$ cat src/rtl/isb_pkg.sv
package isb_pkg;

    localparam int NUM_FU = 4;
    localparam int FU_W   = $clog2(NUM_FU);

    typedef enum logic [FU_W-1:0] {
        FU_INT = 2'd0,
        FU_ADD = 2'd1,
        FU_MUL = 2'd2,
        FU_DIV = 2'd3
    } fu_class_e;

    typedef struct packed {
        logic waw;
        logic raw;
        logic structural;
    } hazard_t;

    function automatic logic [NUM_FU-1:0] fu_onehot(input fu_class_e c);
        logic [NUM_FU-1:0] v;
        v = '0;
        v[c] = 1'b1;
        return v;
    endfunction

endpackage

$ cat src/rtl/isb_pending_table.sv
module isb_pending_table #(
    parameter int NUM_REGS = 32,
    parameter int IDX_W    = $clog2(NUM_REGS)
) (
    input  logic                clk,
    input  logic                rst,
    input  logic                set_en,
    input  logic [IDX_W-1:0]    set_idx,
    input  logic                clr_a_en,
    input  logic [IDX_W-1:0]    clr_a_idx,
    input  logic                clr_b_en,
    input  logic [IDX_W-1:0]    clr_b_idx,
    output logic [NUM_REGS-1:0] pending
);

    for (genvar r = 0; r < NUM_REGS; r++) begin : g_reg
        logic hit_set;
        logic hit_clr;

        always_comb begin
            hit_set = set_en && (set_idx == IDX_W'(r));
            hit_clr = (clr_a_en && (clr_a_idx == IDX_W'(r))) ||
                      (clr_b_en && (clr_b_idx == IDX_W'(r)));
        end

        // A new pending write outranks a writeback in the same cycle.
        always_ff @(posedge clk) begin
            if (rst) begin
                pending[r] <= 1'b0;
            end else if (hit_set) begin
                pending[r] <= 1'b1;
            end else if (hit_clr) begin
                pending[r] <= 1'b0;
            end
        end
    end

endmodule

$ cat src/rtl/isb_busy_table.sv
module isb_busy_table
    import isb_pkg::*;
(
    input  logic              clk,
    input  logic              rst,
    input  logic              claim_en,
    input  fu_class_e         claim_fu,
    input  logic [NUM_FU-1:0] release_vec,
    output logic [NUM_FU-1:0] busy
);

    logic [NUM_FU-1:0] claim_vec;

    always_comb begin
        claim_vec = claim_en ? fu_onehot(claim_fu) : '0;
    end

    for (genvar u = 0; u < NUM_FU; u++) begin : g_unit
        always_ff @(posedge clk) begin
            if (rst) begin
                busy[u] <= 1'b0;
            end else if (claim_vec[u]) begin
                busy[u] <= 1'b1;
            end else if (release_vec[u]) begin
                busy[u] <= 1'b0;
            end
        end
    end

endmodule

$ cat src/rtl/isb_hazard_check.sv
module isb_hazard_check
    import isb_pkg::*;
#(
    parameter int NUM_REGS = 32,
    parameter int IDX_W    = $clog2(NUM_REGS)
) (
    input  logic [NUM_REGS-1:0] pending,
    input  logic [NUM_FU-1:0]   busy,
    input  fu_class_e           fu,
    input  logic [IDX_W-1:0]    dst,
    input  logic                dst_en,
    input  logic [IDX_W-1:0]    src1,
    input  logic                src1_en,
    input  logic [IDX_W-1:0]    src2,
    input  logic                src2_en,
    output hazard_t             hazard
);

    logic raw_1;
    logic raw_2;

    // Write-after-read is not tested: in-order issue reads before any
    // younger writer can leave.
    always_comb begin
        raw_1             = src1_en && pending[src1];
        raw_2             = src2_en && pending[src2];
        hazard.structural = busy[fu];
        hazard.raw        = raw_1 || raw_2;
        hazard.waw        = dst_en && pending[dst];
    end

endmodule

$ cat src/rtl/issue_scoreboard.sv
module issue_scoreboard
    import isb_pkg::*;
#(
    parameter int NUM_REGS = 32,
    parameter int IDX_W    = $clog2(NUM_REGS)
) (
    input  logic                clk,
    input  logic                rst,
    input  logic                in_valid,
    output logic                in_ready,
    input  logic [1:0]          in_fu,
    input  logic [IDX_W-1:0]    in_dst,
    input  logic                in_dst_en,
    input  logic [IDX_W-1:0]    in_src1,
    input  logic                in_src1_en,
    input  logic [IDX_W-1:0]    in_src2,
    input  logic                in_src2_en,
    input  logic [3:0]          fu_done,
    input  logic                wb_int_valid,
    input  logic [IDX_W-1:0]    wb_int_idx,
    input  logic                wb_fp_valid,
    input  logic [IDX_W-1:0]    wb_fp_idx,
    output logic                dispatch_o,
    output logic [2:0]          hazard_o,
    output logic [3:0]          busy_o,
    output logic [NUM_REGS-1:0] pending_o
);

    fu_class_e         fu_sel;
    hazard_t           haz;
    logic [NUM_REGS-1:0] pend_q;
    logic [NUM_FU-1:0] busy_q;
    logic              fire;

    always_comb begin
        fu_sel = fu_class_e'(in_fu);
    end

    isb_hazard_check #(
        .NUM_REGS (NUM_REGS),
        .IDX_W    (IDX_W)
    ) u_check (
        .pending (pend_q),
        .busy    (busy_q),
        .fu      (fu_sel),
        .dst     (in_dst),
        .dst_en  (in_dst_en),
        .src1    (in_src1),
        .src1_en (in_src1_en),
        .src2    (in_src2),
        .src2_en (in_src2_en),
        .hazard  (haz)
    );

    always_comb begin
        in_ready = (haz == '0);
        fire     = in_valid && in_ready;
    end

    isb_pending_table #(
        .NUM_REGS (NUM_REGS),
        .IDX_W    (IDX_W)
    ) u_pend (
        .clk       (clk),
        .rst       (rst),
        .set_en    (fire && in_dst_en),
        .set_idx   (in_dst),
        .clr_a_en  (wb_int_valid),
        .clr_a_idx (wb_int_idx),
        .clr_b_en  (wb_fp_valid),
        .clr_b_idx (wb_fp_idx),
        .pending   (pend_q)
    );

    isb_busy_table u_busy (
        .clk         (clk),
        .rst         (rst),
        .claim_en    (fire),
        .claim_fu    (fu_sel),
        .release_vec (fu_done),
        .busy        (busy_q)
    );

    always_comb begin
        dispatch_o = fire;
        hazard_o   = haz;
        busy_o     = busy_q;
        pending_o  = pend_q;
    end

endmodule

$ cat config.mk
export PLATFORM = sky130hd
export DESIGN_NAME = issue_scoreboard
export DESIGN_NICKNAME = d
export VERILOG_FILES = /design/src/rtl/isb_pkg.sv /design/src/rtl/isb_pending_table.sv /design/src/rtl/isb_busy_table.sv /design/src/rtl/isb_hazard_check.sv /design/src/rtl/issue_scoreboard.sv
export SDC_FILE = /design/constraint.sdc
export NUM_CORES = 1
export LEC_CHECK = 0
export BUFFER_PORTS_ARGS = -buffer_cell sky130_fd_sc_hd__buf_2
export CAP_MARGIN = 20
export CORE_AREA = 10 10 83 85
export CTS_CLUSTER_SIZE = 12
export DETAILED_ROUTE_END_ITERATION = 10
export DIE_AREA = 0 0 93 95
export PLACE_DENSITY = 0.94
export REMOVE_ABC_BUFFERS = 1
export SLEW_MARGIN = 20
export SYNTH_ARGS = -nofsm -noshare
export SYNTH_HDL_FRONTEND = slang
export SYNTH_SLANG_ARGS = --single-unit
export TNS_END_PERCENT = 20
$ cat constraint.sdc
create_clock -name clk -period 6.72 [get_ports clk]
set_input_delay 1.344 -clock clk [delete_from_list [all_inputs] [get_ports clk]]
set_output_delay 1.344 -clock clk [all_outputs]
set_load 0.01 [all_outputs]
# After elaboration in Yosys (flattened, before gate mapping)
# Cells that the tools add are included.
[word_totals]
romBits = 0
register_bits = 36
ramBits = 0
mem_count = 0
in_bits = 39
latchBits = 0
word_cells = 392
out_inout_bits = 41
[op_classes]
n_bitwise = 0
mux = 83
add_sub_neg = 0
order_cmp = 5
div = 0
reduce_logical = 175
n_eq_ne = 93
mul = 0
shifts = 0
[op_table]
columns = ["operator", "n"]
rows = [
  ["$eq 5x5->1 const B", 48],
  ["$eq 5x4->1 const B", 24],
  ["$logic_and 1x1->1", 102],
  ["$mux 1", 77],
  ["$reduce_bool 2->1", 36],
  ["$eq 5x3->1 const B", 12],
  ["$logic_or 1x1->1", 33],
  ["$eq 5x2->1 const B", 6],
  ["$lt 5x6->1 const B", 3],
  ["$bmux 1 s5", 3],
  ["$eq 5x1->1 const B", 3],
  ["$logic_not 5->1", 3],
  ["$mux 4", 1],
  ["$logic_not 3->1", 1],
  ["$lt 2x3->1 const B", 1],
  ["$bmux 1 s2", 1],
  ["$demux 1 s2", 1],
  ["$ge 2x1->1 const B", 1],
]

# Depth between registers and ports, before layout
[logic_depth]
ltp_word = 9
ltp_mapped = 9
depth_no_buf = 6

# Modules after synthesis
# A second synthesis with hierarchy kept.
[hier_totals]
hier_cells = 259
area_unflattened_um2 = 2615.0
[modules_own_cells]
columns = ["module", "cells_per_inst", "seq_area_each_um2", "instances", "area_each_um2"]
rows = [
  ["isb_pending_table", 181, 640.6, 1, 1577.8],
  ["isb_hazard_check", 59, 0.0, 1, 859.6],
  ["isb_busy_table", 16, 80.1, 1, 153.9],
  ["issue_scoreboard", 3, 0.0, 1, 23.8],
]

# Least setup slack after synthesis
# No wires, ideal clock.
[synth_path]
path_type = "input to output"
startpoint = "in in_dst[0]"
endpoint = "out dispatch_o"
arrival_time_ns = 3.198
slack_ns = 2.178
required_time_ns = 5.376
path_buffers = 2
cell_stages = 8
path_cell_list = "buf_6 mux4_1 mux2_2 or3_1 and4_4 nand4b_4 buf_6 inv_1"
[synth_between]
elab_chain_len = 5
[synth_lines]
columns = ["item", "line_no", "source"]
rows = [
  ["start, declared", "issue_scoreboard.sv:12", "input logic [IDX_W-1:0] in_dst,"],
  ["$bmux 1 s5", "isb_hazard_check.sv:29", "hazard.waw = dst_en && pending[dst];"],
  ["$mux 1 (implied by the code)", "isb_hazard_check.sv:29", ""],
  ["$logic_and 1x1->1", "isb_hazard_check.sv:29", ""],
  ["via hazard_o[2]", "issue_scoreboard.sv:24", "output logic [2:0] hazard_o,"],
  ["$logic_not 3->1", "issue_scoreboard.sv:56", "in_ready = (haz == '0);"],
  ["$logic_and 1x1->1", "issue_scoreboard.sv:57", "fire = in_valid && in_ready;"],
  ["end, declared", "issue_scoreboard.sv:23", "output logic dispatch_o,"],
]
# The timed path passes the listed nets, and every way through them passes these cells. The select of a mux whose other input is x is not followed.

# Worst setup path after layout
[layout_path]
startpoint = "in in_dst[0]"
endpoint = "out dispatch_o"
[layout_between]
elab_chain_len = 5
[layout_lines]
columns = ["item", "line_no"]
rows = [
  ["$bmux 1 s5", "isb_hazard_check.sv:29"],
  ["$mux 1 (implied by the code)", "isb_hazard_check.sv:29"],
  ["$logic_and 1x1->1", "isb_hazard_check.sv:29"],
  ["$logic_not 3->1", "issue_scoreboard.sv:56"],
  ["$logic_and 1x1->1", "issue_scoreboard.sv:57"],
]
# Every way passes these cells. The select of a mux whose other input is x is not followed.

==> flow_metrics.tcl <==
set metrics [dict create \
    use_met1 0.2681 \
    fin_crit_sh 0.7669 \
    cp_max_fo 37 \
    yosysTopAreaCell "dfxtp_1" \
    clockRootBuffer "clkbuf_8" \
    cts_tree "built" \
    cts_setup_buffers 0 \
    hold_viol_final 0 \
    area_growth_pct 15.14 \
    crit_path_start_kind "input port" \
    rsz0062_at_grt "false" \
    place_ws_ns 1.596 \
    arrival_ns 3.81 \
    max_slew_margin 0.5784 \
    end_kind "output pin" \
    synth.distinct_cells 34 \
    crit_required_ns 5.38 \
    fin_util 0.6205 \
    ys_seq_area_frac 0.2505 \
    power_density_nw_per_um2 138.1 \
    r2r_end "u_pend.pending[31]" \
    whs_ns 0.5683 \
    grt_pass1_vias 2964 \
    cp_slowest_cell "mux4_1" \
    worstMarginPinSlew_ns 0.6324 \
    synthCells 303 \
    cts.path.max_buffers 2 \
    clk_latency_ns 0.29 \
    cts_buffers 5 \
    vias_per_cell 6.966 \
    startpoint "in_dst[0]" \
    port_buffers 79 \
    rr_startpoint "u_pend.pending[17]" \
    ff2ff_setup_slack_ns 3.86 \
    die_x_um 93 \
    grt_pass1_wl_um 15460 \
    cp_cell_sequence "buf_2, mux4_1, mux2_2, or3_1, and4_4, nand4b_4, inv_1, buf_2" \
    n_antenna_cell 0 \
    dp_hpwl_um 7572 \
    syn_area_um2 2877 \
    gr-usage-all-layers 0.2169 \
    drc 0 \
    die_h_um 95 \
    clk_pin_slew_ns 0.07 \
    wl_per_cell_um 22.60 \
    grtUsageMet2 0.3604 \
    slew_viol_final 0 \
    antenna_found_initial 0 \
    drtIter0Drc 402 \
    cts_resized 0 \
    worst_path_most_repeated_cell "buf_2" \
    status "finished clean" \
    yosys.area.top_type_share 0.2505 \
    gp_congestion 0.9723 \
    worstSetupEndpoint "dispatch_o" \
    mostFrequentLayoutCell "buf_2" \
    yosys_warnings 0 \
    r2r_cells 6 \
    cap_violations 0 \
    busiest_layer "met2" \
    totalWireLength_um 9830 \
    core_area_um2 5338 \
    clkSinkCount 36 \
    layout_common_cells "buf_2, dfxtp_1, nand3b_1" \
    setup_tns_ns 0 \
    die_area_um2 8835 \
    num_vias 3030 \
    setup_violations 0 \
    max_freq_mhz 194.0 \
    fin_skew_ns 0.002718 \
    start_util 0.5389 \
    synth-seq-cells 36 \
    nets 402 \
    ir_drop_uv 75.35 \
    detail-route-antenna-nets 0 \
    period_needed_ns 5.154 \
    slowest_delay_ns 0.61 \
    drive_gt1_frac 0.3223 \
    rows 27 \
    grt_use_met3 0.05075 \
    overflow 0 \
    avgSynthCellArea_um2 9.493 \
    hp-class "reg2reg" \
    synth.area.top_cells "dfxtp_1, mux4_2, nand3b_1" \
    clock_tree.htree_level_count 2 \
    grt_max_degree 44 \
    first_pass_iters 6 \
    io_pins 80 \
    p_leak_nw 1.283 \
    fin_ws_ns 1.566 \
    hold_buffers 0 \
    crit_type "in2out" \
]
-- final cells by class --
cell class	count	area [µm²]
flip-flops and latches	36	720.7
clock buffers	6	72.57
repair buffers	79	395.4
fillers	476	2026
multi-input cells	235	2006
well taps	72	90.09
clock inverters	1	5.005
inverters	6	22.52
-- worst min-delay path by stage --
stage	from	to	slack, ns	cells after the start
6_report	u_pend.pending[22]	u_pend.pending[22]	0.57	2
4_1_cts	u_pend.pending[9]	u_pend.pending[9]	0.56	2
3_3_place_gp	u_pend.pending[5]	u_pend.pending[5]	0.54	2
3_5_place_dp	u_pend.pending[5]	u_pend.pending[5]	0.55	2
2_1_floorplan	u_pend.pending[9]	u_pend.pending[9]	0.53	2
5_1_grt	u_pend.pending[5]	u_pend.pending[5]	0.58	2
-- metal layers --
layer,share of wire,vias to the layer above
met5,0,-
met4,0.020,0
met3,0.13,20
met2,0.47,250
met1,0.38,1420
li1,-,1340
-- report_power, final --
group | leakage, nW | switching [mW] | internal [mW]
Sequential | 0.290 | 0.00243 | 0.215
Clock | 0.0410 | 0.0745 | 0.0704
Combinational | 0.952 | 0.0597 | 0.0351
-- worst max-delay path, delay by kind of cell --
family | cells | cell delay (ns)
buffers and inverters | 3 | 0.58
muxes | 2 | 0.89
and+or+nand+nor | 3 | 0.99
-- per-stage QoR --
| step | cells | cell area (µm²) | total power, mW |
|---|---|---|---|
| global placement | 428 | 3234 | 0.3128 |
| detailed placement | 428 | 3234 | 0.3154 |
| CTS | 435 | 3312 | 0.4555 |
| global route | 435 | 3312 | 0.4751 |
| floorplan | 277 | 2749 | 0.2688 |
| finish | 435 | 3312 | 0.4574 |
-- cells in the mapped netlist --
library cell and count:
a21oi_1 1, dfxtp_1 36, or3_1 1, o221ai_1 1, nor2b_1 17, a22oi_1 24
mux2i_1 12, o41ai_2 3, nand3b_1 28, and4_4 1, nand2b_1 5, o31ai_1 21
or2_2 2, buf_6 4, or4_1 1, nand3_1 22, nor3_1 5, mux4_1 4
or3b_2 4, and3_1 2, mux2_2 1, nand2_1 18, nand4b_1 8, o41ai_1 7
a32oi_1 1, nor2_1 13, o22ai_1 1, nand4b_4 1, nand4_1 4, o2111ai_1 1
clkbuf_1 22, inv_1 6, mux4_2 20, o21ai_0 6
-- kinds of logic (layout without fill, tap and decap cells) --
kind of cell	Yosys count	count (layout)	synth area share
AOI/OAI and AO/OA	66	66	0.1792
buffers and inverters	32	92	0.05220
DFF	36	36	0.2505
muxes	37	37	0.2388
and+or+nand+nor	132	132	0.2792
-- flip-flops by register name, indices dropped and copies added (netlist names) --
| signal | flops |
|---|---|
| u_pend.pending | 32 |
| u_busy.busy | 4 |
No activity file was read; power rests on OpenSTA's default activity.
